## src/rtl/rxr_pkg.sv

```systemverilog
package rxr_pkg;

   typedef enum logic [1:0] {
      DS_EMPTY = 2'd0,
      DS_FULL  = 2'd1,
      DS_IDLE  = 2'd2
   } dstat_e;

   typedef enum logic [1:0] {
      PH_TAIL = 2'd0,
      PH_HEAD = 2'd1,
      PH_SCAN = 2'd2
   } phase_e;

endpackage

```

## src/rtl/rxr_ring_ptr.sv

```systemverilog
module rxr_ring_ptr #(
   parameter int DEPTH = 16,
   parameter int AW    = $clog2(DEPTH)
) (
   input  logic          clk,
   input  logic          rst_n,
   input  logic          inc,
   input  logic          ld,
   input  logic [AW-1:0] ld_val,
   output logic [AW-1:0] ptr
);
   localparam bit POW2 = (DEPTH == (1 << AW));

   logic [AW-1:0] nxt;

   generate
      if (POW2) begin : g_pow2
         assign nxt = ptr + AW'(1);
      end else begin : g_wrap
         assign nxt = (ptr == AW'(DEPTH - 1)) ? '0 : ptr + AW'(1);
      end
   endgenerate

   always_ff @(posedge clk) begin
      if (!rst_n)   ptr <= '0;
      else if (ld)  ptr <= ld_val;
      else if (inc) ptr <= nxt;
   end
endmodule

```

## src/rtl/rxr_gap_cnt.sv

```systemverilog
module rxr_gap_cnt #(
   parameter int DEPTH = 16,
   parameter int GW    = $clog2(DEPTH + 1)
) (
   input  logic          clk,
   input  logic          rst_n,
   input  logic          inc,
   input  logic          dec,
   input  logic          add,
   input  logic [GW-1:0] add_val,
   output logic [GW-1:0] gap
);
   always_ff @(posedge clk) begin
      if (!rst_n)   gap <= '0;
      else if (add) gap <= gap + add_val;
      else if (inc) gap <= gap + GW'(1);
      else if (dec) gap <= gap - GW'(1);
   end
endmodule

```

## src/rtl/rxr_ctrl.sv

```systemverilog
module rxr_ctrl
   import rxr_pkg::*;
#(
   parameter int DEPTH = 16,
   parameter int AW    = $clog2(DEPTH),
   parameter int GW    = $clog2(DEPTH + 1)
) (
   input  logic          clk,
   input  logic          rst_n,
   input  logic [1:0]    st,
   input  logic [AW-1:0] tail,
   input  logic [AW-1:0] head,
   input  logic [AW-1:0] scan,
   input  logic [GW-1:0] gap,
   input  logic          frm_ready,
   input  logic          buf_avail,
   input  logic          rx_irq,
   output logic [AW-1:0] desc_addr,
   output logic          desc_we,
   output logic [1:0]    desc_wdata,
   output logic          frm_valid,
   output logic          buf_take,
   output logic          tail_inc,
   output logic          tail_ld,
   output logic          head_inc,
   output logic          scan_ld,
   output logic [AW-1:0] scan_start,
   output logic          scan_inc,
   output logic          gap_inc,
   output logic          gap_dec,
   output logic          gap_add,
   output logic [GW-1:0] gap_add_val,
   output logic          scan_empty
);
   phase_e        ph_q, ph_d;
   logic          irq_q, irq_clr;
   logic [AW-1:0] cnt_q;
   logic          cnt_ld, cnt_inc, se_set, se_clr;

   assign scan_start  = (tail == AW'(DEPTH - 1)) ? '0 : tail + AW'(1);
   assign gap_add_val = GW'(cnt_q);

   always_comb begin
      ph_d       = ph_q;
      desc_addr  = tail;
      desc_we    = 1'b0;
      desc_wdata = DS_EMPTY;
      frm_valid  = 1'b0;
      buf_take   = 1'b0;
      tail_inc   = 1'b0;
      tail_ld    = 1'b0;
      head_inc   = 1'b0;
      scan_ld    = 1'b0;
      scan_inc   = 1'b0;
      gap_inc    = 1'b0;
      gap_dec    = 1'b0;
      gap_add    = 1'b0;
      irq_clr    = 1'b0;
      cnt_ld     = 1'b0;
      cnt_inc    = 1'b0;
      se_set     = 1'b0;
      se_clr     = 1'b0;
      unique case (ph_q)
         PH_TAIL: begin
            desc_addr = tail;
            if (st == DS_FULL) begin
               frm_valid = 1'b1;
               irq_clr   = 1'b1;
               if (frm_ready) begin
                  desc_we    = 1'b1;
                  desc_wdata = DS_IDLE;
                  tail_inc   = 1'b1;
                  gap_inc    = 1'b1;
                  ph_d       = PH_HEAD;
               end
            end else if (st == DS_EMPTY && irq_q) begin
               irq_clr = 1'b1;
               scan_ld = 1'b1;
               cnt_ld  = 1'b1;
               se_clr  = 1'b1;
               ph_d    = PH_SCAN;
            end else begin
               ph_d = PH_HEAD;
            end
         end
         PH_HEAD: begin
            desc_addr = head;
            ph_d      = PH_TAIL;
            if (gap != '0) begin
               if (st == DS_IDLE && buf_avail) begin
                  desc_we    = 1'b1;
                  desc_wdata = DS_EMPTY;
                  buf_take   = 1'b1;
                  head_inc   = 1'b1;
                  gap_dec    = 1'b1;
               end else if (st == DS_EMPTY) begin
                  head_inc = 1'b1;
                  gap_dec  = 1'b1;
               end
            end
         end
         PH_SCAN: begin
            desc_addr = scan;
            if (st == DS_FULL) begin
               tail_ld = 1'b1;
               gap_add = 1'b1;
               ph_d    = PH_TAIL;
            end else if (cnt_q == AW'(DEPTH - 1)) begin
               se_set = 1'b1;
               ph_d   = PH_TAIL;
            end else begin
               scan_inc = 1'b1;
               cnt_inc  = 1'b1;
            end
         end
         default: ph_d = PH_TAIL;
      endcase
   end

   always_ff @(posedge clk) begin
      if (!rst_n) begin
         ph_q       <= PH_TAIL;
         irq_q      <= 1'b0;
         cnt_q      <= '0;
         scan_empty <= 1'b0;
      end else begin
         ph_q <= ph_d;
         if (rx_irq)       irq_q <= 1'b1;
         else if (irq_clr) irq_q <= 1'b0;
         if (cnt_ld)       cnt_q <= AW'(1);
         else if (cnt_inc) cnt_q <= cnt_q + AW'(1);
         if (se_set)       scan_empty <= 1'b1;
         else if (se_clr)  scan_empty <= 1'b0;
      end
   end
endmodule

```

## src/rtl/rxr_engine.sv

```systemverilog
module rxr_engine #(
   parameter int DEPTH = 16,
   localparam int AW   = $clog2(DEPTH),
   localparam int GW   = $clog2(DEPTH + 1)
) (
   input  logic          clk,
   input  logic          rst_n,
   output logic [AW-1:0] desc_addr,
   input  logic [1:0]    desc_rd,
   output logic          desc_we,
   output logic [1:0]    desc_wdata,
   output logic          frm_valid,
   output logic [AW-1:0] frm_idx,
   input  logic          frm_ready,
   input  logic          buf_avail,
   output logic          buf_take,
   input  logic          rx_irq,
   output logic          scan_empty
);
   generate
      if (DEPTH < 2) begin : g_bad_depth
         $error("rxr_engine: DEPTH must be at least 2");
      end
   endgenerate

   logic [AW-1:0] tail, head, scan, scan_start;
   logic [GW-1:0] gap, gap_add_val;
   logic          tail_inc, tail_ld, head_inc, scan_ld, scan_inc;
   logic          gap_inc, gap_dec, gap_add;

   assign frm_idx = tail;

   rxr_ring_ptr #(.DEPTH(DEPTH), .AW(AW)) u_tail (
      .clk(clk), .rst_n(rst_n), .inc(tail_inc), .ld(tail_ld),
      .ld_val(scan), .ptr(tail));

   rxr_ring_ptr #(.DEPTH(DEPTH), .AW(AW)) u_head (
      .clk(clk), .rst_n(rst_n), .inc(head_inc), .ld(1'b0),
      .ld_val('0), .ptr(head));

   rxr_ring_ptr #(.DEPTH(DEPTH), .AW(AW)) u_scan (
      .clk(clk), .rst_n(rst_n), .inc(scan_inc), .ld(scan_ld),
      .ld_val(scan_start), .ptr(scan));

   rxr_gap_cnt #(.DEPTH(DEPTH), .GW(GW)) u_gap (
      .clk(clk), .rst_n(rst_n), .inc(gap_inc), .dec(gap_dec),
      .add(gap_add), .add_val(gap_add_val), .gap(gap));

   rxr_ctrl #(.DEPTH(DEPTH), .AW(AW), .GW(GW)) u_ctrl (
      .clk(clk), .rst_n(rst_n), .st(desc_rd), .tail(tail), .head(head),
      .scan(scan), .gap(gap), .frm_ready(frm_ready), .buf_avail(buf_avail),
      .rx_irq(rx_irq), .desc_addr(desc_addr), .desc_we(desc_we),
      .desc_wdata(desc_wdata), .frm_valid(frm_valid), .buf_take(buf_take),
      .tail_inc(tail_inc), .tail_ld(tail_ld), .head_inc(head_inc),
      .scan_ld(scan_ld), .scan_start(scan_start), .scan_inc(scan_inc),
      .gap_inc(gap_inc), .gap_dec(gap_dec), .gap_add(gap_add),
      .gap_add_val(gap_add_val), .scan_empty(scan_empty));
endmodule

```

## config.mk

```make
export PLATFORM = sky130hd
export DESIGN_NAME = rxr_engine
export DESIGN_NICKNAME = d
export VERILOG_FILES = /design/src/rtl/rxr_pkg.sv /design/src/rtl/rxr_ring_ptr.sv /design/src/rtl/rxr_gap_cnt.sv /design/src/rtl/rxr_ctrl.sv /design/src/rtl/rxr_engine.sv
export SDC_FILE = /design/constraint.sdc
export NUM_CORES = 1
export LEC_CHECK = 0
export ABC_AREA = 1
export BUFFER_PORTS_ARGS = -buffer_cell sky130_fd_sc_hd__buf_2
export CAP_MARGIN = 15
export CORE_UTILIZATION = 35
export DETAILED_ROUTE_END_ITERATION = 10
export PLACE_DENSITY_LB_ADDON = 0.3
export SYNTH_ARGS = -nofsm -noshare
export SYNTH_HDL_FRONTEND = slang
export SYNTH_SLANG_ARGS = --single-unit
export TNS_END_PERCENT = 10
```

## constraint.sdc

```tcl
create_clock -name clk -period 6.18 [get_ports clk]
set_input_delay 0.309 -clock clk [delete_from_list [all_inputs] [get_ports clk]]
set_output_delay 0.309 -clock clk [all_outputs]
set_load 0.02 [all_outputs]
```

After elaboration in Yosys (flattened, before gate mapping)
Index checks and enable logic that the tools add are counted.
Widths: inputs -> output; s select.

storage, ports and cells
  register bits after elaboration = 25
  latch bits = 0
  memory bits (writable) = 0
  bits in read-only memories = 0
  input bits = 7
  output and inout port bits = 14
  logic and storage cells = 86
  memories kept = 0

operators by class
  add/subtract/negate cells = 7
  $mul = 0
  divide/modulo/power cells = 0
  order comparisons = 0
  eq/ne operators = 8
  shift operators = 0
  multiplexer cells = 49
  bitwise operators = 1
  reduce and logical (&&, ||, !) cells = 12

operator list
  cell                 number
  $mux 1               30
  $mux 4               5
  $add 4x1->4 const B  4
  $mux 2               8
  $mux 5               3
  $eq 4x4->1 const B   2
  $pmux 4 s2           1
  $reduce_bool 2->1    4
  $add 5x1->5 const B  1
  $add 5x4->5          1
  $reduce_bool 5->1    1
  $sub 5x1->5 const B  1
  $eq 2x1->1 const B   2
  $eq 2x2->1 const B   2
  $logic_not 2->1      2
  $pmux 2 s2           1
  $ne 3x1->1 const B   1
  $ne 3x3->1 const B   1
  $reduce_bool 3->1    1
  $logic_and 1x1->1    2
  $pmux 1 s2           1
  $reduce_and 2->1     1
  $reduce_or 2->1      1
  $not 1->1            1

Logic depth before layout (Yosys ltp)
Gate-level depths: netlist of the first run.

  depth after elaboration = 8
  gate-level depth with buffers = 13
  gate-level depth less buffers = 13

Hierarchy
Synthesis of the first run repeated with hierarchy kept, for this count alone.

unflattened totals
  cells, all modules = 275
  area total of the unflattened synthesis = 1799.2 µm²

modules (own cells, without submodules)
  module        times used  cells each  area an instance (µm²)  sequential area each (µm²)
  rxr_ctrl      1           112         710.7                   160.2
  rxr_ring_ptr  3           35          234.0                   80.1
  rxr_gap_cnt   1           57          382.9                   100.1
  rxr_engine    1           1           3.8                     0.0

Worst setup path before layout of the first run
No wires, ideal clock.

  path kind = register -> register
  start = register u_ctrl.ph_q[0]
  end = register u_gap.gap[4]
  setup time = 0.115 ns
  arrival = 2.015 ns
  data required time = 6.065 ns
  setup slack = 4.050 ns
  cell stages (with the launch flop) = 13
  path buffers = 0
  period minus slack after synthesis = 2.130 ns
  path through = dfxtp_1 -> inv_1 -> ha_1 -> nand4_2 -> nor2_2 -> nor2_1 -> fa_1 -> nand3_1 -> nand2_1 -> nor2_1 -> nand2_1 -> a21oi_1 -> nor2_1

on the way
  cells in the longest elaborated chain, start to end = 4
  elaborated cells on any way between the ends = 9
  those cells by class = eq/ne: 2; mux: 5; reduce/logical: 2

ends and longest elaborated chain
  item                    line               RTL
  start, declared         rxr_ctrl.sv:35     phase_e ph_q, ph_d;
  start signal, assigned  rxr_ctrl.sv:127    ph_q <= ph_d;
  $logic_not 2->1         rxr_ctrl.sv:63     unique case (ph_q)
  $mux 1                  rxr_ctrl.sv:63
  $mux 5                  rxr_gap_cnt.sv:16  else if (inc) gap <= gap + GW'(1);
  $mux 5                  rxr_gap_cnt.sv:15  else if (add) gap <= gap + add_val;
  end signal, assigned    rxr_gap_cnt.sv:15
  end signal, assigned    rxr_gap_cnt.sv:16
  end signal, assigned    rxr_gap_cnt.sv:17  else if (dec) gap <= gap - GW'(1);
  end, declared           rxr_gap_cnt.sv:11  output logic [GW-1:0] gap

Several ways; a longest one is shown, not always the timed one.
A chain may end at the register's enable or synchronous reset.

Final worst setup path of the first run
Ends and elaborated chain as after synthesis.

==> run summary, run 1 <==
status = finished, final reports clean
Critical Path Most Common Cell = nor2_1
area grow syn2layout = 11.30%
crit path kind = flip-flop to flip-flop
synth cell count leaders = 37 x nand2_1, 26 x inv_1, 25 x dfxtp_1, 25 x nor2_1, 22 x o21ai_0
Synthesized Nets = 245
hold depth = 3
initial antenna violation count = 0
n_diodes = 0
NumNets Final = 266
hold path endpoint = u_ctrl.irq_q$_SDFFE_PN0P_
initial core utilization = 36.87%
DR WL/cell = 12.62 µm
# hold bufs at CTS = 0
FF+latch count, synth = 25
min Tclk post-route = 2355 ps
clk_lat worst skew = 280 ps
reg2reg end = u_gap.gap[4]$_SDFFE_PN0P_
Layout Utilization = 41.04%
# clock sinks = 25
Max Fclk = 0.4245 GHz
critical path capture point type = flip-flop
Final setup viols = 0
RSZ-0062 raised after global routing = no
Sequential Power Share = 46.4%
DRT antenna net count = 0
die width = 69.96 µm
worst path required time = 6370 ps
vias per cell = 5.108
die height = 69.96 µm
crit start category = flip-flop
DP HPWL = 2922 µm
grt ovf = 0
Logic pwr share = 26.8%
Synth Instances = 225
post-synth top area share = 30.96%
Post-synth EDFFs = 0
top cells by area, synth = dfxtp_1 31%, ha_1 9.3%, nand2_1 8.6%
Post-CTS Resized = 0
clk_skew = 8.524 ps
worst hold path startpoint = rx_irq
worst vdd ir = 0.08297 mV
clock-pin slew on the worst setup and hold paths = 100 ps
DR iter-0 viols = 87
most numerous cell in the Yosys netlist = nand2_1
Main synth FF type = dfxtp_1
async set-reset flop share out of synthesis = 0%
maxcap violations = 0
slowest cell on the critical path = fa_1
# H-tree levels = 1
yosys warns = 0
Residual DRC = 0
setup_tns = 0 ps
crit-path cells = inv_1, ha_1, nand4_2, nor2_2, nor2_1, fa_1, nand3_1, nand2_1, nor2_1, nand2_1, a21oi_1, nor2_1
Placer Congestion = 0.8369
delay-heaviest family, CP = simple AND/OR/NAND/NOR gates
CP Max Fanout = 6
Avg Inst Size Synth = 7.185 µm²
Final Max Tran Viols = 0
setup bufs post-CTS = 0
Sw Pwr = 0.0001361 W
P_leak = 0.8315 nW
# port buffers = 19
Hold WC Path Type = primary input to flip-flop
switching portion of total power = 34.97%
Yosys top cell by area = dfxtp_1
FF-to-FF path depth = 12
Die ar. = 0.004894 mm²
R2R Setup Slk = 3820 ps
worst path bufs/invs = 1
post-synthesis cell type count = 31
Initial DRT Pass Iterations = 4
share of layout cells above drive strength 1 = 16.33%
core area = 0.004384 mm²
CTS root buffer = clkbuf_8
row count = 24
GR Util All Layers = 16.53%
num ports = 21
mapped cell area = 0.001617 mm²
total CTS buffers = 3
via count = 1,517
critical path's largest stage delay = 450 ps
Worst EP arrival = 2540 ps
fill count = 490
vias in the first global route = 1,383
power per standard cell area = 216.3 mW/mm²
Critical R2R Launch = u_ctrl.ph_q[0]$_SDFFE_PN0P_
first-pass GRT wire length = 6520 µm
Post-Route WL = 3747 µm
CTS max path bufs = 2
CTS tree = done
sequential fraction of the synthesis area = 30.96%
count of final hold-check violations = 0
Internal Power = 0.0002530 W
fin crit share = 38.11%
clock share of power = 26.8%
largest net degree at the start of global routing = 18
layer usage:
| metal | global-route usage, % | wire [µm] | part of all wire (%) | up-vias |
|---|---|---|---|---|
| li1 | - | - | - | 789 |
| met1 | 23.71 | 1874 | 50 | 687 |
| met2 | 25.53 | 1648 | 44 | 37 |
| met3 | 2.165 | 188 | 5.0 | 4 |
| met4 | 5.333 | 36 | 0.96 | 0 |
| met5 | 0 | 0 | 0 | - |
kinds of logic (layout without fill, tap and decap cells):
| logic type | Yosys count | after routing | share of synthesized area [%] |
|---|---|---|---|
| xor+xnor | 5 | 5 | 2.709 |
| buf+inv | 34 | 54 | 8.978 |
| compound gates | 52 | 52 | 17.49 |
| simple gates | 95 | 95 | 29.10 |
| other cells | 1 | 1 | 0.2320 |
| flops | 25 | 25 | 30.96 |
| fa+ha+maj | 13 | 13 | 10.53 |
worst min-delay path, cell delays in order:
cell     delay [ps]
buf_2            90
inv_1            40
a21oi_1          50
per-stage QoR:
step,total power [W],setup WS (ps),cell area [µm²],hold slack [ps],instances
finish,0.0003891,3825,1799,258.7,297
global route,0.0004166,3599,1799,264.3,297
global placement,0.0002880,3907,1750,476.8,293
floorplan,0.0002626,4050,1617,443.0,225
detailed placement,0.0002885,3810,1750,469.7,293
CTS,0.0003933,3810,1799,257.7,297
registers in the layout, summed over array words and instances, names as in the netlist:
name and count:
u_ctrl.ph_q 2, u_head.ptr 4, u_ctrl.scan_empty 1, u_scan.ptr 4, u_gap.gap 5, u_ctrl.irq_q 1, u_ctrl.cnt_q 4, u_tail.ptr 4
placed cells by master (no fill, tap or decap), types with 3 or more instances in the layout:
cell type   n
a21oi_1    15
a31oi_1     6
buf_2      19
clkbuf_8    3
dfxtp_1    25
ha_1       12
inv_1      26
inv_2       4
nand2_1    37
nand2_4     3
nand3_1    19
nor2_1     25
o21ai_0    22
o21ai_1     3
xor2_1      5
how the worst max path moves through the flow:
stage	cells past startpoint	slack, ps	from	endpoint
after floorplan	12	4050	u_ctrl.ph_q[0]$_SDFFE_PN0P_	u_gap.gap[4]$_SDFFE_PN0P_
after global placement	12	3910	u_ctrl.ph_q[0]$_SDFFE_PN0P_	u_gap.gap[4]$_SDFFE_PN0P_
after detailed placement	12	3810	u_ctrl.ph_q[0]$_SDFFE_PN0P_	u_gap.gap[4]$_SDFFE_PN0P_
after CTS	12	3810	u_ctrl.ph_q[0]$_SDFFE_PN0P_	u_gap.gap[4]$_SDFFE_PN0P_
after global routing	13	3600	u_ctrl.ph_q[0]$_SDFFE_PN0P_	u_gap.gap[4]$_SDFFE_PN0P_
final	12	3820	u_ctrl.ph_q[0]$_SDFFE_PN0P_	u_gap.gap[4]$_SDFFE_PN0P_
power groups by stage:
stage	Clock (W)	Sequential (W)	Combinational, W
floorplan	0	0.000182	0.0000805
global placement	0	0.000184	0.000104
CTS	0.000108	0.000180	0.000105
finish	0.000104	0.000180	0.000104
detailed placement	0	0.000184	0.000105
global route	0.000116	0.000182	0.000119
cell type report:
class	instances	area (µm²)	share of cell area (%)
clock buffer	3	41.29	2.295
timing repair buffer	19	95.09	5.285
inverter	31	118.9	6.606
multi-input combinational	166	970.9	53.96
sequential	25	500.5	27.82
tap	52	65.06	3.616
clock inverter	1	7.507	0.4172
Note: power is estimated with default switching activity, not from simulation.
==> run 2: changes to the inputs <==
Clock period 6.18 ns to 2.4 ns, I/O delays scaled along.
==> run 2 against run 1 <==
- critical path depth did not move
- sequential share of layout area fell by 0.25 points
- largest power group unchanged
- utilization rose by 0.37 points
==> run summary, run 2 (synthesized netlist as in run 1, its figures left out) <==
# port buffers = 19
Critical Path Most Common Cell = nor2_1
M3 GR Usage = 3.608%
commonest non-fill, non-tap cell in the layout = nand2_1
die width = 69.96 µm
gr busiest metal = met2
register area = 500.5 µm²
critical path capture point type = flip-flop
CTS max path bufs = 2
fin crit share = 88.90%
count of final hold-check violations = 0
initial antenna violation count = 0
first-pass GRT wire length = 6713 µm
status = finished, final reports clean
NumNets Final = 268
met2 track demand over resource = 26.18%
met1 Use GR = 24.31%
setup_tns = 0 ps
critical path's largest stage delay = 430 ps
hold path endpoint = u_ctrl.irq_q$_SDFFE_PN0P_
vias per cell = 5.090
GR Util All Layers = 17.35%
Top reg by flops = u_gap.gap
CP Max Fanout = 4
clk_skew = 4.711 ps
delay-heaviest family, CP = adder cells
Post-Route WL = 3801 µm
R2R Setup Slk = 270 ps
worst hold path startpoint = rx_irq
# clock sinks = 25
crit start category = flip-flop
clock-pin slew on the worst setup and hold paths = 90 ps
worst path required time = 2570 ps
Worst EP arrival = 2310 ps
RSZ-0062 raised after global routing = no
multi-input logic area = 975.9 µm²
Post-CTS Resized = 0
CTS root buffer = clkbuf_8
num ports = 21
worst path bufs/invs = 1
Hold WS = 85.93 ps
Residual DRC = 0
min Tclk post-route = 2134 ps
FF-to-FF path depth = 12
power per standard cell area = 548.9 mW/mm²
Placer Congestion = 0.9476
slowest cell on the critical path = fa_1
initial core utilization = 36.87%
n_diodes = 0
largest net degree at the start of global routing = 18
DP HPWL = 3007 µm
core area = 0.004384 mm²
maxcap violations = 0
die height = 69.96 µm
P_leak = 0.8419 nW
most frequent cells in the layout = 37 x nand2_1, 26 x inv_1, 25 x nor2_1, 25 x dfxtp_1, 22 x o21ai_0
Critical R2R Launch = u_ctrl.ph_q[0]$_SDFFE_PN0P_
crit path kind = flip-flop to flip-flop
DR WL/cell = 12.71 µm
Initial DRT Pass Iterations = 4
clk_lat worst skew = 270 ps
DR iter-0 viols = 90
reg2reg end = u_gap.gap[4]$_SDFFE_PN0P_
setup bufs post-CTS = 0
grt ovf = 0
fill count = 466
row count = 24
DRT antenna net count = 0
total CTS buffers = 3
Largest register FFs = 5
Die ar. = 0.004894 mm²
share of layout cells above drive strength 1 = 16.60%
via count = 1,522
Final Max Tran Viols = 0
vias in the first global route = 1,470
crit-path cells = inv_1, ha_1, nand2_4, nor2_1, nor2_1, fa_1, nand3_1, nand2_1, nor2_1, nand2_1, a21oi_1, nor2_1
Hold WC Path Type = primary input to flip-flop
area grow syn2layout = 12.31%
CTS tree = done
# hold bufs at CTS = 0
Final setup viols = 0
Max Fclk = 0.4687 GHz
# H-tree levels = 1
hold depth = 3
worst vdd ir = 0.3769 mV
-- run 2: cell count changes in the layout (fill, tap and decap cells not counted) --
cell | before | now
buf_4 | 0 | 2
nor2_4 | 1 | 2
clkinvlp_4 | 1 | 0
nor2_2 | 1 | 0
clkbuf_1 | 0 | 1
-- run 2: final cells by class --
| class | instances | area share (%) |
|---|---|---|
| clock buffer | 4 | 2.481 |
| inverter | 31 | 6.547 |
| multi-input combinational | 166 | 53.76 |
| sequential | 25 | 27.57 |
| tap | 52 | 3.584 |
| timing repair buffer | 21 | 6.065 |
-- run 2: per-stage QoR --
stage | util [%] | area [µm²] | power (W) | setup slack, ps | instances
finish | 41.41 | 1815 | 0.0009966 | 266.4 | 299
global placement | 40.27 | 1765 | 0.0007487 | 286.2 | 295
floorplan | - | 1617 | 0.0006761 | 270.3 | 225
detailed placement | 40.27 | 1765 | 0.0007516 | 261.5 | 295
CTS | 41.30 | 1810 | 0.001006 | 219.2 | 299
global route | 41.41 | 1815 | 0.001065 | 37.38 | 299
-- run 2: worst max-delay path by stage --
stage	cells past startpoint	startpoint	end
after global routing	12	u_ctrl.ph_q[0]$_SDFFE_PN0P_	u_gap.gap[4]$_SDFFE_PN0P_
after floorplan	12	u_ctrl.ph_q[0]$_SDFFE_PN0P_	u_gap.gap[4]$_SDFFE_PN0P_
final	12	u_ctrl.ph_q[0]$_SDFFE_PN0P_	u_gap.gap[4]$_SDFFE_PN0P_
after CTS	11	u_ctrl.ph_q[0]$_SDFFE_PN0P_	u_gap.gap[4]$_SDFFE_PN0P_
after global placement	11	u_ctrl.ph_q[0]$_SDFFE_PN0P_	u_gap.gap[4]$_SDFFE_PN0P_
after detailed placement	11	u_ctrl.ph_q[0]$_SDFFE_PN0P_	u_gap.gap[4]$_SDFFE_PN0P_
-- run 2: per-layer routing --
| metal | vias to the layer above | wire length [µm] |
|---|---|---|
| met5 | - | 0 |
| met4 | 0 | 65 |
| met3 | 6 | 190 |
| met2 | 32 | 1674 |
| met1 | 692 | 1871 |
| li1 | 792 | - |
-- run 2: worst reg2reg max path, delay by kind of cell (launching register included) --
| family | cells | cell delay [ps] |
|---|---|---|
| buffers and inverters | 1 | 120 |
| DFF | 1 | 320 |
| adders and majority gates | 2 | 790 |
| AOI/OAI and AO/OA | 1 | 140 |
| and+or+nand+nor | 8 | 670 |
-- run 2: power breakdown --
part / switching, W / internal, W / total [W]
sequential: 0.0000242 / 0.000440 / 0.000464
combinational: 0.000180 / 0.0000982 / 0.000279
clock: 0.000135 / 0.000119 / 0.000254
